==> src/rtl/ucd_pkg.sv <==
package ucd_pkg;
  localparam logic [1:0] DIR_ON  = 2'b01;
  localparam logic [1:0] DIR_OFF = 2'b10;

  localparam logic [3:0] HK_PTR_HOME = 4'd1;
  localparam logic [3:0] HK_RX_RESET = 4'd2;
  localparam logic [3:0] HK_TX_RESET = 4'd3;
  localparam logic [3:0] HK_ERR_CLR  = 4'd4;
  localparam logic [3:0] HK_BRK_CLR  = 4'd5;

  localparam int NUM_DIR = 2;

  function automatic logic [3:0] hk_code(input logic [7:0] cmd_byte);
    return cmd_byte[7:4];
  endfunction
endpackage

==> src/rtl/ucd_dir_ctl.sv <==
module ucd_dir_ctl (
  input  logic       clk,
  input  logic       rst_n,
  input  logic       wr_en,
  input  logic [1:0] field,
  input  logic       hard_reset,
  output logic       en,
  output logic       flush
);
  import ucd_pkg::*;

  logic en_q, en_d;
  logic flush_q, flush_d;

  always_comb begin
    en_d    = en_q;
    flush_d = 1'b0;
    if (wr_en) begin
      if (field == DIR_ON)  en_d = 1'b1;
      if (field == DIR_OFF) en_d = 1'b0;
      if (hard_reset) begin
        en_d    = 1'b0;
        flush_d = 1'b1;
      end
    end
  end

  always_ff @(posedge clk or negedge rst_n) begin
    if (!rst_n) begin
      en_q    <= 1'b0;
      flush_q <= 1'b0;
    end else begin
      en_q    <= en_d;
      flush_q <= flush_d;
    end
  end

  assign en    = en_q;
  assign flush = flush_q;

  // a flush pulse always coincides with a cleared flag
  a_r5_flush_clears_flag: assert property (@(posedge clk) disable iff (!rst_n)
    flush_q |-> !en_q);
  // no write strobe, no change to the flag
  a_r13_idle_holds: assert property (@(posedge clk) disable iff (!rst_n)
    !wr_en |=> $stable(en_q) && !flush_q);
  // a flush is always caused by a write one cycle earlier
  a_r9_flush_from_write: assert property (@(posedge clk) disable iff (!rst_n)
    flush_q |-> $past(wr_en));
endmodule

==> src/rtl/ucd_mr_ptr.sv <==
module ucd_mr_ptr #(
  parameter int NUM_MR = 3,
  localparam int PTR_W = (NUM_MR > 1) ? $clog2(NUM_MR) : 1
) (
  input  logic             clk,
  input  logic             rst_n,
  input  logic             home,
  input  logic             advance,
  output logic [PTR_W-1:0] ptr
);
  localparam logic [PTR_W-1:0] PTR_LAST = PTR_W'(NUM_MR - 1);

  logic [PTR_W-1:0] ptr_q, ptr_d;
  logic             ptr_ce;

  assign ptr_ce = home || (advance && (ptr_q != PTR_LAST));

  always_comb begin
    ptr_d = ptr_q;
    if (home)        ptr_d = '0;
    else if (advance) ptr_d = ptr_q + 1'b1;
  end

  always_ff @(posedge clk or negedge rst_n) begin
    if (!rst_n)      ptr_q <= '0;
    else if (ptr_ce) ptr_q <= ptr_d;
  end

  assign ptr = ptr_q;

  // the pointer never passes the last mode register
  a_r11_ptr_bound: assert property (@(posedge clk) disable iff (!rst_n)
    ptr_q <= PTR_LAST);
  // a home request lands on the first register
  a_r4_home: assert property (@(posedge clk) disable iff (!rst_n)
    home |=> ptr_q == '0);
endmodule

==> src/rtl/uart_cmd_decoder.sv <==
module uart_cmd_decoder #(
  parameter int NUM_MR    = 3,
  parameter int ISR_W     = 8,
  parameter int CHANNEL   = 0,
  parameter int BRK_BIT_0 = 2,
  parameter int BRK_BIT_1 = 6,
  localparam int PTR_W    = (NUM_MR > 1) ? $clog2(NUM_MR) : 1,
  localparam int BRK_BIT  = (CHANNEL == 0) ? BRK_BIT_0 : BRK_BIT_1
) (
  input  logic             clk,
  input  logic             rst_n,
  input  logic             wr_en,
  input  logic [7:0]       wr_data,
  input  logic             mr_access,
  output logic             rx_enabled,
  output logic             tx_enabled,
  output logic [PTR_W-1:0] mr_ptr,
  output logic             rx_flush,
  output logic             tx_flush,
  output logic             err_clear,
  output logic [ISR_W-1:0] brk_chg_clr_mask
);
  import ucd_pkg::*;

  logic [3:0]         hk;
  logic [NUM_DIR-1:0] dir_en, dir_flush;

  assign hk = hk_code(wr_data);

  for (genvar d = 0; d < NUM_DIR; d++) begin : g_dir
    localparam logic [3:0] RESET_CODE = (d == 0) ? HK_RX_RESET : HK_TX_RESET;
    ucd_dir_ctl u_dir (
      .clk        (clk),
      .rst_n      (rst_n),
      .wr_en      (wr_en),
      .field      (wr_data[2*d +: 2]),
      .hard_reset (hk == RESET_CODE),
      .en         (dir_en[d]),
      .flush      (dir_flush[d])
    );
  end

  ucd_mr_ptr #(.NUM_MR(NUM_MR)) u_ptr (
    .clk     (clk),
    .rst_n   (rst_n),
    .home    (wr_en && (hk == HK_PTR_HOME)),
    .advance (mr_access),
    .ptr     (mr_ptr)
  );

  logic err_q, err_d, brk_q, brk_d;

  always_comb begin
    err_d = wr_en && (hk == HK_ERR_CLR);
    brk_d = wr_en && (hk == HK_BRK_CLR);
  end

  always_ff @(posedge clk or negedge rst_n) begin
    if (!rst_n) begin
      err_q <= 1'b0;
      brk_q <= 1'b0;
    end else begin
      err_q <= err_d;
      brk_q <= brk_d;
    end
  end

  assign rx_enabled = dir_en[0];
  assign tx_enabled = dir_en[1];
  assign rx_flush   = dir_flush[0];
  assign tx_flush   = dir_flush[1];
  assign err_clear  = err_q;

  always_comb begin
    brk_chg_clr_mask          = '0;
    brk_chg_clr_mask[BRK_BIT] = brk_q;
  end

  // at most one interrupt bit is cleared at a time
  a_r8_one_bit: assert property (@(posedge clk) disable iff (!rst_n)
    $onehot0(brk_chg_clr_mask));
  // only one housekeeping action can come from one byte
  a_r10_single_action: assert property (@(posedge clk) disable iff (!rst_n)
    $countones({rx_flush, tx_flush, err_clear, |brk_chg_clr_mask}) <= 1);
  // an error clear strobe is preceded by a write
  a_r7_err_from_write: assert property (@(posedge clk) disable iff (!rst_n)
    err_clear |-> $past(wr_en));
endmodule

==> config.mk <==
export PLATFORM = sky130hd
export DESIGN_NAME = uart_cmd_decoder
export DESIGN_NICKNAME = d
export VERILOG_FILES = /design/src/rtl/ucd_pkg.sv /design/src/rtl/ucd_dir_ctl.sv /design/src/rtl/ucd_mr_ptr.sv /design/src/rtl/uart_cmd_decoder.sv
export SDC_FILE = /design/constraint.sdc
export NUM_CORES = 1
export LEC_CHECK = 0
export ABC_AREA = 1
export BUFFER_PORTS_ARGS = -buffer_cell sky130_fd_sc_hd__buf_2
export CAP_MARGIN = 40
export CORE_AREA = 2 2 39 41
export CTS_CLUSTER_DIAMETER = 40
export DETAILED_ROUTE_END_ITERATION = 7
export DIE_AREA = 0 0 41 43
export PLACE_DENSITY_LB_ADDON = 0.25
export SYNTH_ARGS = -nofsm -noshare
export SYNTH_HDL_FRONTEND = slang
export SYNTH_HIERARCHICAL = 1
export SYNTH_SLANG_ARGS = --single-unit
==> constraint.sdc <==
create_clock -name clk -period 1.9 [get_ports clk]
set_input_delay 0.285 -clock clk [delete_from_list [all_inputs] [get_ports clk]]
set_output_delay 0.285 -clock clk [all_outputs]
set_load 0.02 [all_outputs]
Word-level counts from Yosys, hierarchy flattened

Cells that the tools add are included.

Bits in registers: 8
Latch bits: 0
Memory bits (writable): 0
ROM bits: 0
Input port bits: 12
Output and inout bits: 15
Word-level logic and storage cells: 41
Memories: 0

Add/subtract/negate cells: 1
Multipliers: 0
Div/mod/pow operators: 0
$lt $le $gt $ge: 0
Eq/ne operators: 10
Shift-type cells: 0
Multiplexer cells: 12
Bitwise gates (word level): 0
Reduce and logical (&&, ||, !) cells: 11

Operator list:

| cell                                          | count |
|---|---|
| two-way mux 1 bit                             | 10 |
| == test 4 x 2 -> 1 bit, second input constant | 2 |
| == test 4 x 3 -> 1 bit, second input constant | 2 |
| AND reduction 2 bit                           | 3 |
| nonzero test 3 bit                            | 2 |
| == test 2 x 1 -> 1 bit, second input constant | 2 |
| == test 2 bit, second input constant          | 2 |
| == test 4 x 1 -> 1 bit, second input constant | 1 |
| logical AND 1 bit                             | 4 |
| two-way mux 2 bit                             | 2 |
| adder 2 x 1 -> 2 bit, second input constant   | 1 |
| != test 2 bit, second input constant          | 1 |
| nonzero test 2 bit                            | 1 |
| logical OR 1 bit                              | 1 |

Logic depth before layout (Yosys ltp)

Gate-level depths: netlist (run 1).

Depth after elaboration: 4
Mapped depth: 6
Depth with buffers taken out: 6

Modules after synthesis

Netlist (run 1), hierarchy kept.

Modules (own cells, without submodules):

| module           | instances | cells each | area each (um2) | sequential area each (um2) |
|---|---|---|---|---|
| ucd_dir_ctl      | 2         | 12         | 98.8            | 50.0 |
| uart_cmd_decoder | 1         | 26         | 175.2           | 50.0 |
| ucd_mr_ptr       | 1         | 16         | 118.9           | 50.0 |

Worst setup path after synthesis (run 1)

OpenSTA, ideal clock, no wires.

Kind: register -> register
Start: register u_ptr.ptr_q[0], in the netlist u_ptr/ptr[0]
End: register u_ptr.ptr_q[1], in the netlist u_ptr/ptr[1]
Library setup time: 117 ps
Arrival time: 946 ps
Required time: 1783 ps
Slack: 837 ps
Cell stages (with the launch flop): 7
Buffers on the path: 0
Clock period less this slack: 1063 ps
Path through: dfrtp_1 -> inv_1 -> ha_1 -> inv_1 -> nand2_1 -> nand3_1 -> nand2_1

Word-level cells in the longest chain between the ends: 4
Elaborated cells between the ends (all ways): 7
Those cells by class: add/sub: 1; eq/ne: 1; mux: 2; reduce/logical: 3

Ends and longest elaborated chain:

| item                                                         | line             | source |
|---|---|---|
| start: declaration                                           | ucd_mr_ptr.sv:13 | `logic [PTR_W-1:0] ptr_q, ptr_d;` |
| start signal: assignment                                     | ucd_mr_ptr.sv:26 | `else if (ptr_ce) ptr_q <= ptr_d;` |
| branches (longest 4 deep; another with adder 2 x 1 -> 2 bit) | --               |  |

Parallel ways; which one is timed is not known. The select of a mux whose other input is x is not followed.
A chain may end at the register's enable or synchronous reset.

Worst setup path after layout (run 1)

Start: register u_ptr.ptr_q[1], in the netlist u_ptr/ptr[1]
End: output port mr_ptr[1]

RTL lines:

| item             | line                   | source |
|---|---|---|
| end: declaration | uart_cmd_decoder.sv:17 | `output logic [PTR_W-1:0] mr_ptr,` |

No word-level cell between the ends.

==> results of run 1 <==
## tightest hold or removal path, stage by stage
cell and delay, ns:
buf_2 0.11, nand2_1 0.06, nor2_1 0.04
## cells in the mapped netlist
master | instances | share of area (%)
inv_1 | 14 | 11
nand2_1 | 13 | 9.9
nand3_1 | 10 | 10
buf_4 | 8 | 12
dfrtp_1 | 8 | 41
nor2_1 | 7 | 5.3
ha_1 | 3 | 7.6
nor2_2 | 2 | 2.5
conb_1 | 1 | 0.76
## metrics by stage
step	hold slack, ns	instance area, um2	setup slack, ns	std cells
detailed placement	0.1354	569.3	0.8167	99
floorplan	-0.01059	514.2	0.8369	72
CTS	0.2796	601.8	0.8004	103
finish	0.2891	601.8	0.8181	103
global placement	0.1302	569.3	0.8545	99
global route	0.2780	601.8	0.7683	103
## power by group
part / internal, W / switching [W] / leakage [nW]
clock network: 0.0000718 / 0.0000506 / 0.0138
logic: 0.0000759 / 0.000132 / 0.275
registers: 0.000202 / 0.0000188 / 0.104
total: 0.000349 / 0.000201 / 0.393
## layout make-up
type / instances / share of cell area, %
clock buffers: 3 / 3.742
repair buffers: 20 / 17.46
flip-flops and latches: 8 / 33.26
multi-input cells: 42 / 33.47
inverters: 14 / 8.732
well taps: 16 / 3.326
## flip-flops by register name, summed over array words and instances (netlist names)
signal             cells
err_clear              1
u_ptr/ptr              2
brk_q                  1
g_dir.u_dir/en         2
g_dir.u_dir/flush      2
## per-layer routing
layer	up-vias	part of all wire [%]
met1	171	42
met5	-	0
li1	226	-
met2	15	47
met4	0	3.4
met3	2	7.4
## kinds of logic (layout without fill, tap and decap cells)
logic type | count (synthesis) | count (layout) | synth area share, %
flops | 8 | 8 | 40.71
fa+ha+maj | 3 | 3 | 7.634
simple gates | 32 | 32 | 27.99
buf+inv | 22 | 37 | 22.90
other cells | 1 | 7 | 0.7626
## final timing paths
path / slack (ns) / cells past startpoint / end / startpoint
max: 0.82 / 1 / mr_ptr[1] / u_ptr/ptr[1]
min: 0.29 / 3 / brk_q / wr_data[6]
max in group asynchronous: 1.34 / 2 / g_dir[1].u_dir/flush / rst_n
min in group asynchronous: 0.40 / 2 / g_dir[0].u_dir/en / rst_n
min reg2reg: 0.51 / 2 / g_dir[1].u_dir/en / g_dir[1].u_dir/en
max reg2reg: 0.92 / 6 / u_ptr/ptr[1] / u_ptr/ptr[0]
==> impl_metrics.yaml, run 1 <==
routing:
  drt_iter0_drc: 4
  drtPass1Iterations: 3
  vias_per_cell: 4.019
  wl_per_cell_um: 7.718
  ant_nets: 0
  wirelength_um: 795
  drc: 0
  vias: 414
floorplan:
  die_area_um2: 1763
  die_y_um: 43
  coreArea_um2: 1384
  fp.dieW_um: 41
  start_util_pct: 35.53
  rows: 14
  io_pins: 27
sta:
  clock_skew_ns: 0.002547
  tns_ns: 0
  max_freq_ghz: 0.9243
  fin_crit_sh_pct: 56.94
  period_minus_slack_ns: 1.082
  slew_viol_final: 0
  rsz0062_at_grt: "false"
  finalSetupViolations: 0
  final-hold-violation-count: 0
global_routing:
  grt_pass1_vias: 358
  use_met3_pct: 3.141
  grt_use_total_pct: 12.12
  antenna_found_initial: 0
  grt_busiest_layer: "met2"
  met2_usage_pct: 18.44
  grt_pass1_wl_um: 1297
  grt_overflow: 0
  grt_max_degree: 9
  grt_util_met1_pct: 10.10
cts:
  cts_max_level: 1
  cts_hold_buf: 1
  cts_tree: "yes"
  cts_buffers: 3
  cts_setup_buffers: 0
  worstSkewPairLatency_ns: 0.24
  cts_root_buf: "clkbuf_4"
  cts_max_path_buffers: 2
  cts_num_sinks: 8
  postCtsResizedCells: 0
  path_clk_slew_ns: 0.05
synth:
  synth-seq-cells: 8
  syn_inst: 66
  yosysUniqueCellTypes: 9
  ys_seq_area_share_pct: 40.71
  avgSynthCellArea_um2: 7.450
  synth_area_um2: 491.7
  yosys_warnings: 6
setup_path:
  cpLargestDelayFamily: "flip-flops"
  worstPathRequired_ns: 1.62
  worstPathMaxFanout: 3
  critPathMaxStageDelay_ns: 0.39
  worstSetupStartpointType: "flop"
  worstPathCellList: "buf_2"
  crit_type: "reg2out"
  worstPathArrival_ns: 0.80
  path_buf_inv: 1
  setup.worst_path.end_class: "output port"
  slowest_stage: "dfrtp_1"
place:
  port_buffers: 19
  place_congestion: 0.8047
  dp_hpwl_um: 704.2
hold_path:
  hp-class: "in2reg"
cells_and_area:
  finalNetCount: 104
  final_cell_mix: "buf_2, inv_1, nand2_1"
  final_common_cell: "buf_2"
  insertedDiodeCount: 0
  multi_input_area_um2: 201.4
  drive_above_1_share_pct: 27.59
  fill_cells: 156
  area_growth_syn_to_layout_pct: 22.39
  final-seq-area_um2: 200.2
  post-route-util_pct: 43.49
power_and_ir_drop:
  p_leak_nw: 0.3925
  pwr_density_cell_nw_per_um2: 914.6
  ir_drop_uv: 261.3
  p_total_w: 0.0005504
outcome:
  status: "complete, no violations"
job:
  max_cap_viol_count: 0
Note: power is estimated with default switching activity, not from simulation.
==> run 2: changes to the inputs <==
- CORE_AREA: 2 2 39 41 -> unset
- CORE_UTILIZATION: unset -> 37
- DIE_AREA: 0 0 41 43 -> unset
- clock period: 1.9 -> 0.95 ns (I/O delays scaled with it)
==> run 2 against run 1 <==
Compared with the run above:
- the run now ends with setup timing left
- via count rose by 8.2%
- combinational power grew to 2.9 times the previous value
- clock-buffer cell count up 1
- flip-flop and latch count unchanged
- first-iteration DRC count rose to 3.5 times the previous value
- highest routed layer is now met3
==> impl_metrics.yaml, run 2 (synthesis gave the netlist of run 1 again) <==
cts:
  cts_max_path_buffers: 2
  worstSkewPairLatency_ns: 0.26
  cts_root_buf: "clkbuf_4"
  cts_setup_buffers: 0
  cts_max_level: 1
  cts_num_sinks: 8
  path_clk_slew_ns: 0.06
  cts_tree: "yes"
  cts_buffers: 3
global_routing:
  grt_use_total_pct: 15.89
  grt_overflow: 0
  grt_pass1_vias: 420
  grt_pass1_wl_um: 1545
  antenna_found_initial: 0
  grt_max_degree: 9
routing:
  drc: 0
  wirelength_um: 948
  drtPass1Iterations: 4
  wl_per_cell_um: 9.204
  vias_per_cell: 4.350
  drt_iter0_drc: 14
  ant_nets: 0
  vias: 448
floorplan:
  die_y_um: 38.46
  rows: 12
  die_area_um2: 1479
  start_util_pct: 41.99
  fp.dieW_um: 38.46
  coreArea_um2: 1171
  io_pins: 27
sta:
  clock_skew_ns: 0.000007661
  setup_ws_ns: -0.02538
  rsz0062_at_grt: "true"
  hold_ws_ns: 0.1258
  slew_viol_final: 0
  final-hold-violation-count: 0
  period_minus_slack_ns: 0.9754
  finalSetupViolations: 3
  tns_ns: -0.05394
  max_freq_ghz: 1.025
  fin_crit_sh_pct: 102.7
setup_path:
  r2r_cells: 5
  worstSetupStartpointType: "flop"
  cp_num_cells: 1
  slowest_stage: "dfrtp_2"
  worstPathMaxFanout: 3
  crit_type: "reg2out"
  cpLargestDelayFamily: "flip-flops"
  worstPathArrival_ns: 0.83
  path_buf_inv: 1
  critPathMaxStageDelay_ns: 0.43
  worstPathRequired_ns: 0.81
  worstPathCellList: "buf_6"
  setup.worst_path.end_class: "output port"
power_and_ir_drop:
  p_leak_nw: 0.4045
  pwr_density_cell_nw_per_um2: 2048
  ir_drop_uv: 1079
cells_and_area:
  drive_above_1_share_pct: 37.08
  design_area_um2: 669.4
  final_common_cell: "buf_2"
  insertedDiodeCount: 0
  area_growth_syn_to_layout_pct: 36.13
  fill_cells: 115
  final_cell_mix: "buf_2, nand2_1, inv_1"
  finalNetCount: 105
  final_cell_count_no_fill: 103
place:
  dp_hpwl_um: 727
  placedCellCount: 98
  post-place-ws_ns: 0.01539
  port_buffers: 19
  place_congestion: 0.7796
  placedInstanceArea_um2: 594.3
outcome:
  violations: "setup timing"
  status: "finished with violations"
hold_path:
  holdPathStages: 3
  hp-class: "in2reg"
job:
  max_cap_viol_count: 0
-- run 2: cell types whose count changed in the layout (fill, tap and decap cells not counted), moves of 2 or more --
cell     change
buf_2        -5
buf_6        +5
inv_1        -3
inv_2        +3
dfrtp_1      -2
dfrtp_2      +2
-- run 2: area by class of cell --
| type | instances | area, um2 | area share [%] |
|---|---|---|---|
| Timing Repair Buffer | 21 | 143.9 | 21.50 |
| Sequential cell | 8 | 202.7 | 30.28 |
| Clock buffer | 4 | 26.28 | 3.925 |
| Multi-Input combinational cell | 42 | 226.5 | 33.83 |
| Inverter | 14 | 52.55 | 7.850 |
| Tap cell | 14 | 17.52 | 2.617 |
-- run 2: worst reg2reg max path, cell delays in order, from the launching register on --
cell	delay, ns
dfrtp_2	0.43
inv_2	0.09
ha_4	0.20
inv_2	0.05
nand3_2	0.06
nand2_1	0.07
-- run 2: per-stage QoR --
step / utilization, % / total power [W]
floorplan: - / 0.0008397
global placement: 50.75 / 0.0009444
detailed placement: 50.75 / 0.0009669
CTS: 54.91 / 0.001326
global route: 57.16 / 0.001486
finish: 57.16 / 0.001371
-- run 2: report_power, final --
group | leakage, nW | switching (W) | internal (W)
combinational | 0.288 | 0.000318 | 0.000285
sequential | 0.102 | 0.0000652 | 0.000411
clock | 0.0150 | 0.000130 | 0.000162
total | 0.405 | 0.000513 | 0.000858
-- run 2: routing by layer --
layer	vias up	routed length (um)	GRT usage, %
met5	-	0	0
li1	227	-	-
met4	0	0	5.172
met1	201	366	15.33
met2	20	509	28.39
met3	0	73	8.721
-- run 2: final timing paths --
check / endpoint / slack (ns) / startpoint
max: mr_ptr[1] / -0.03 / u_ptr/ptr[1]
min: brk_q / 0.13 / wr_data[6]
max reg2reg: u_ptr/ptr[1] / -0.01 / u_ptr/ptr[0]
min reg2reg: g_dir[1].u_dir/en / 0.53 / g_dir[1].u_dir/en
max in group asynchronous: u_ptr/ptr[0] / 0.51 / rst_n
min in group asynchronous: err_clear / 0.25 / rst_n
-- run 2: repair_timing --
item / 4_1_cts / 5_1_grt
setup endpoints to repair: 2 / 7
gates cloned: 0 / 0
gates resized for setup: 4 / 9
hold buffers: 1 / 0
hold endpoints to repair: 8 / 0
pin swaps: 1 / 3
==> run 3: changes to the inputs <==
- CORE_AREA: unset -> 2 2 39 41
- CORE_UTILIZATION: 37 -> unset
- DIE_AREA: unset -> 0 0 41 43
- clock period: 0.95 -> 0.9 ns (I/O delays scaled with it)
==> run 3 against run 2 <==
Compared with the run above:
- the flow still finishes with violations (setup timing)
- critical path depth grew 1
- largest power group unchanged
- clock power shrank 8.6%
- design area grew 10%
- clock-buffer cell count shrank 1
- clock skew grew 0.0026 ns
==> impl_metrics.yaml, run 3 (synthesis gave the netlist of run 1 again) <==
setup_path:
  critPathMaxStageDelay_ns: 0.41
  crit_type: "reg2out"
  timing.rr.start: "u_ptr/ptr[1]"
  setup.worst_path.end_class: "output port"
  worstPathCellList: "buf_6 > buf_6"
  worstPathMaxFanout: 2
  worstPathRequired_ns: 0.76
  r2r-end: "u_ptr/ptr[1]"
  critPathMostFrequentCell: "buf_6"
  worstPathArrival_ns: 0.89
  worstSetupStartpointType: "flop"
  slowest_stage: "dfrtp_2"
  r2r_setup_slack_ns: -0.12
  r2r_cells: 5
floorplan:
  coreArea_um2: 1384
  start_util_pct: 35.53
  rows: 14
  die_y_um: 43
  fp.dieW_um: 41
  die_area_um2: 1763
  io_pins: 27
place:
  placedInstanceArea_um2: 611.8
  dp_hpwl_um: 769.3
  place_congestion: 0.7817
  port_buffers: 19
  post-place-ws_ns: -0.03246
  placedCellCount: 102
routing:
  ant_nets: 0
  vias_per_cell: 4.101
  wl_per_cell_um: 8.477
  drc: 0
  drtPass1Iterations: 4
  wirelength_um: 924
  drt_iter0_drc: 6
  vias: 447
sta:
  clock_skew_ns: 0.002639
  final-hold-violation-count: 0
  period_minus_slack_ns: 1.030
  fin_crit_sh_pct: 114.4
  finalSetupViolations: 6
  setup_ws_ns: -0.1299
  slew_viol_final: 0
  tns_ns: -0.5163
  max_freq_ghz: 0.9710
  rsz0062_at_grt: "true"
cells_and_area:
  final_cell_mix: "nand2_1, inv_1, buf_2, buf_6, nand3_1"
  fill_cells: 130
  area_growth_syn_to_layout_pct: 50.13
  design_area_um2: 738.2
  multi_input_area_um2: 226.5
  insertedDiodeCount: 0
  finalNetCount: 110
  final_cell_count_no_fill: 109
  drive_above_1_share_pct: 40.86
  post-route-util_pct: 53.35
  final-seq-area_um2: 202.7
  final_common_cell: "nand2_1"
hold_path:
  hp-class: "in2reg"
  min_to: "brk_q"
  min_from: "wr_data[6]"
  holdPathStages: 3
power_and_ir_drop:
  p_leak_nw: 0.4337
  internal_power_w: 0.001047
  seqPwrFrac_pct: 30.2
  pwr_density_cell_nw_per_um2: 2171
  ir_drop_uv: 713.5
  switching_share_pct: 34.67
  p_comb_share_pct: 53.2
  switchingPower_w: 0.0005556
  clockPowerShare_pct: 16.6
cts:
  cts_num_sinks: 8
  cts_tree: "yes"
  cts_root_buf: "clkbuf_4"
  cts_buffers: 3
  cts_max_level: 1
  worstSkewPairLatency_ns: 0.25
  path_clk_slew_ns: 0.05
  cts_max_path_buffers: 2
global_routing:
  grt_pass1_wl_um: 1455
  grt_max_degree: 9
  grt_use_total_pct: 12.77
  antenna_found_initial: 0
  grt_overflow: 0
  grt_pass1_vias: 387
outcome:
  violations: "setup timing"
  status: "finished with violations"
job:
  max_cap_viol_count: 0
-- run 3: repair_timing --
action                     CTS  global route
gates resized for setup     14             9
pin swaps                    2             2
hold endpoints to repair     8             0
hold buffers                 1             0
setup endpoints to repair    7            10
setup buffers                3             0
-- run 3: routing by layer --
metal	vias to the layer above	global-route usage [%]	share of wire (%)
li1	238	-	-
met1	196	12.58	41
met2	13	20.00	54
met3	0	6.283	5.0
met4	0	8.000	0
met5	-	0	0
-- run 3: area by class of cell --
type                    count  share of cell area, %
well taps                  16                  2.712
multi-input cells          42                  30.68
repair buffers             26                  28.64
flip-flops and latches      8                  27.46
inverters                  14                  7.458
clock buffers               3                  3.051
-- run 3: power by group through the flow --
stage	clock network, W	registers (W)	logic, W
detailed placement	0	0.000489	0.000595
finish	0.000266	0.000483	0.000853
CTS	0.000279	0.000480	0.000827
global placement	0	0.000484	0.000580
global route	0.000301	0.000491	0.000938
floorplan	0	0.000575	0.000311
-- run 3: worst max path at each step --
| stage | from | endpoint | slack [ns] | cells past startpoint |
|---|---|---|---|---|
| CTS | u_ptr/ptr[1] | mr_ptr[1] | -0.14 | 2 |
| global route | u_ptr/ptr[1] | mr_ptr[1] | -0.17 | 2 |
| floorplan | u_ptr/ptr[0] | u_ptr/ptr[1] | -0.07 | 5 |
| detailed placement | u_ptr/ptr[1] | u_ptr/ptr[1] | -0.03 | 4 |
| global placement | u_ptr/ptr[1] | u_ptr/ptr[1] | -0.02 | 4 |
| finish | u_ptr/ptr[1] | mr_ptr[1] | -0.13 | 2 |
-- run 3: through the flow --
step	power [W]	hold slack (ns)
after global placement	0.001065	-0.01500
after CTS	0.001586	0.1295
after floorplan	0.0008863	-0.1606
after detailed placement	0.001085	-0.01180
after global routing	0.001730	0.1300
final	0.001603	0.1405
-- run 3: worst max-delay path, delay by kind of cell (launching register included) --
kind | cells | cell delay (ns)
buffers and inverters | 2 | 0.24
flip-flops | 1 | 0.41
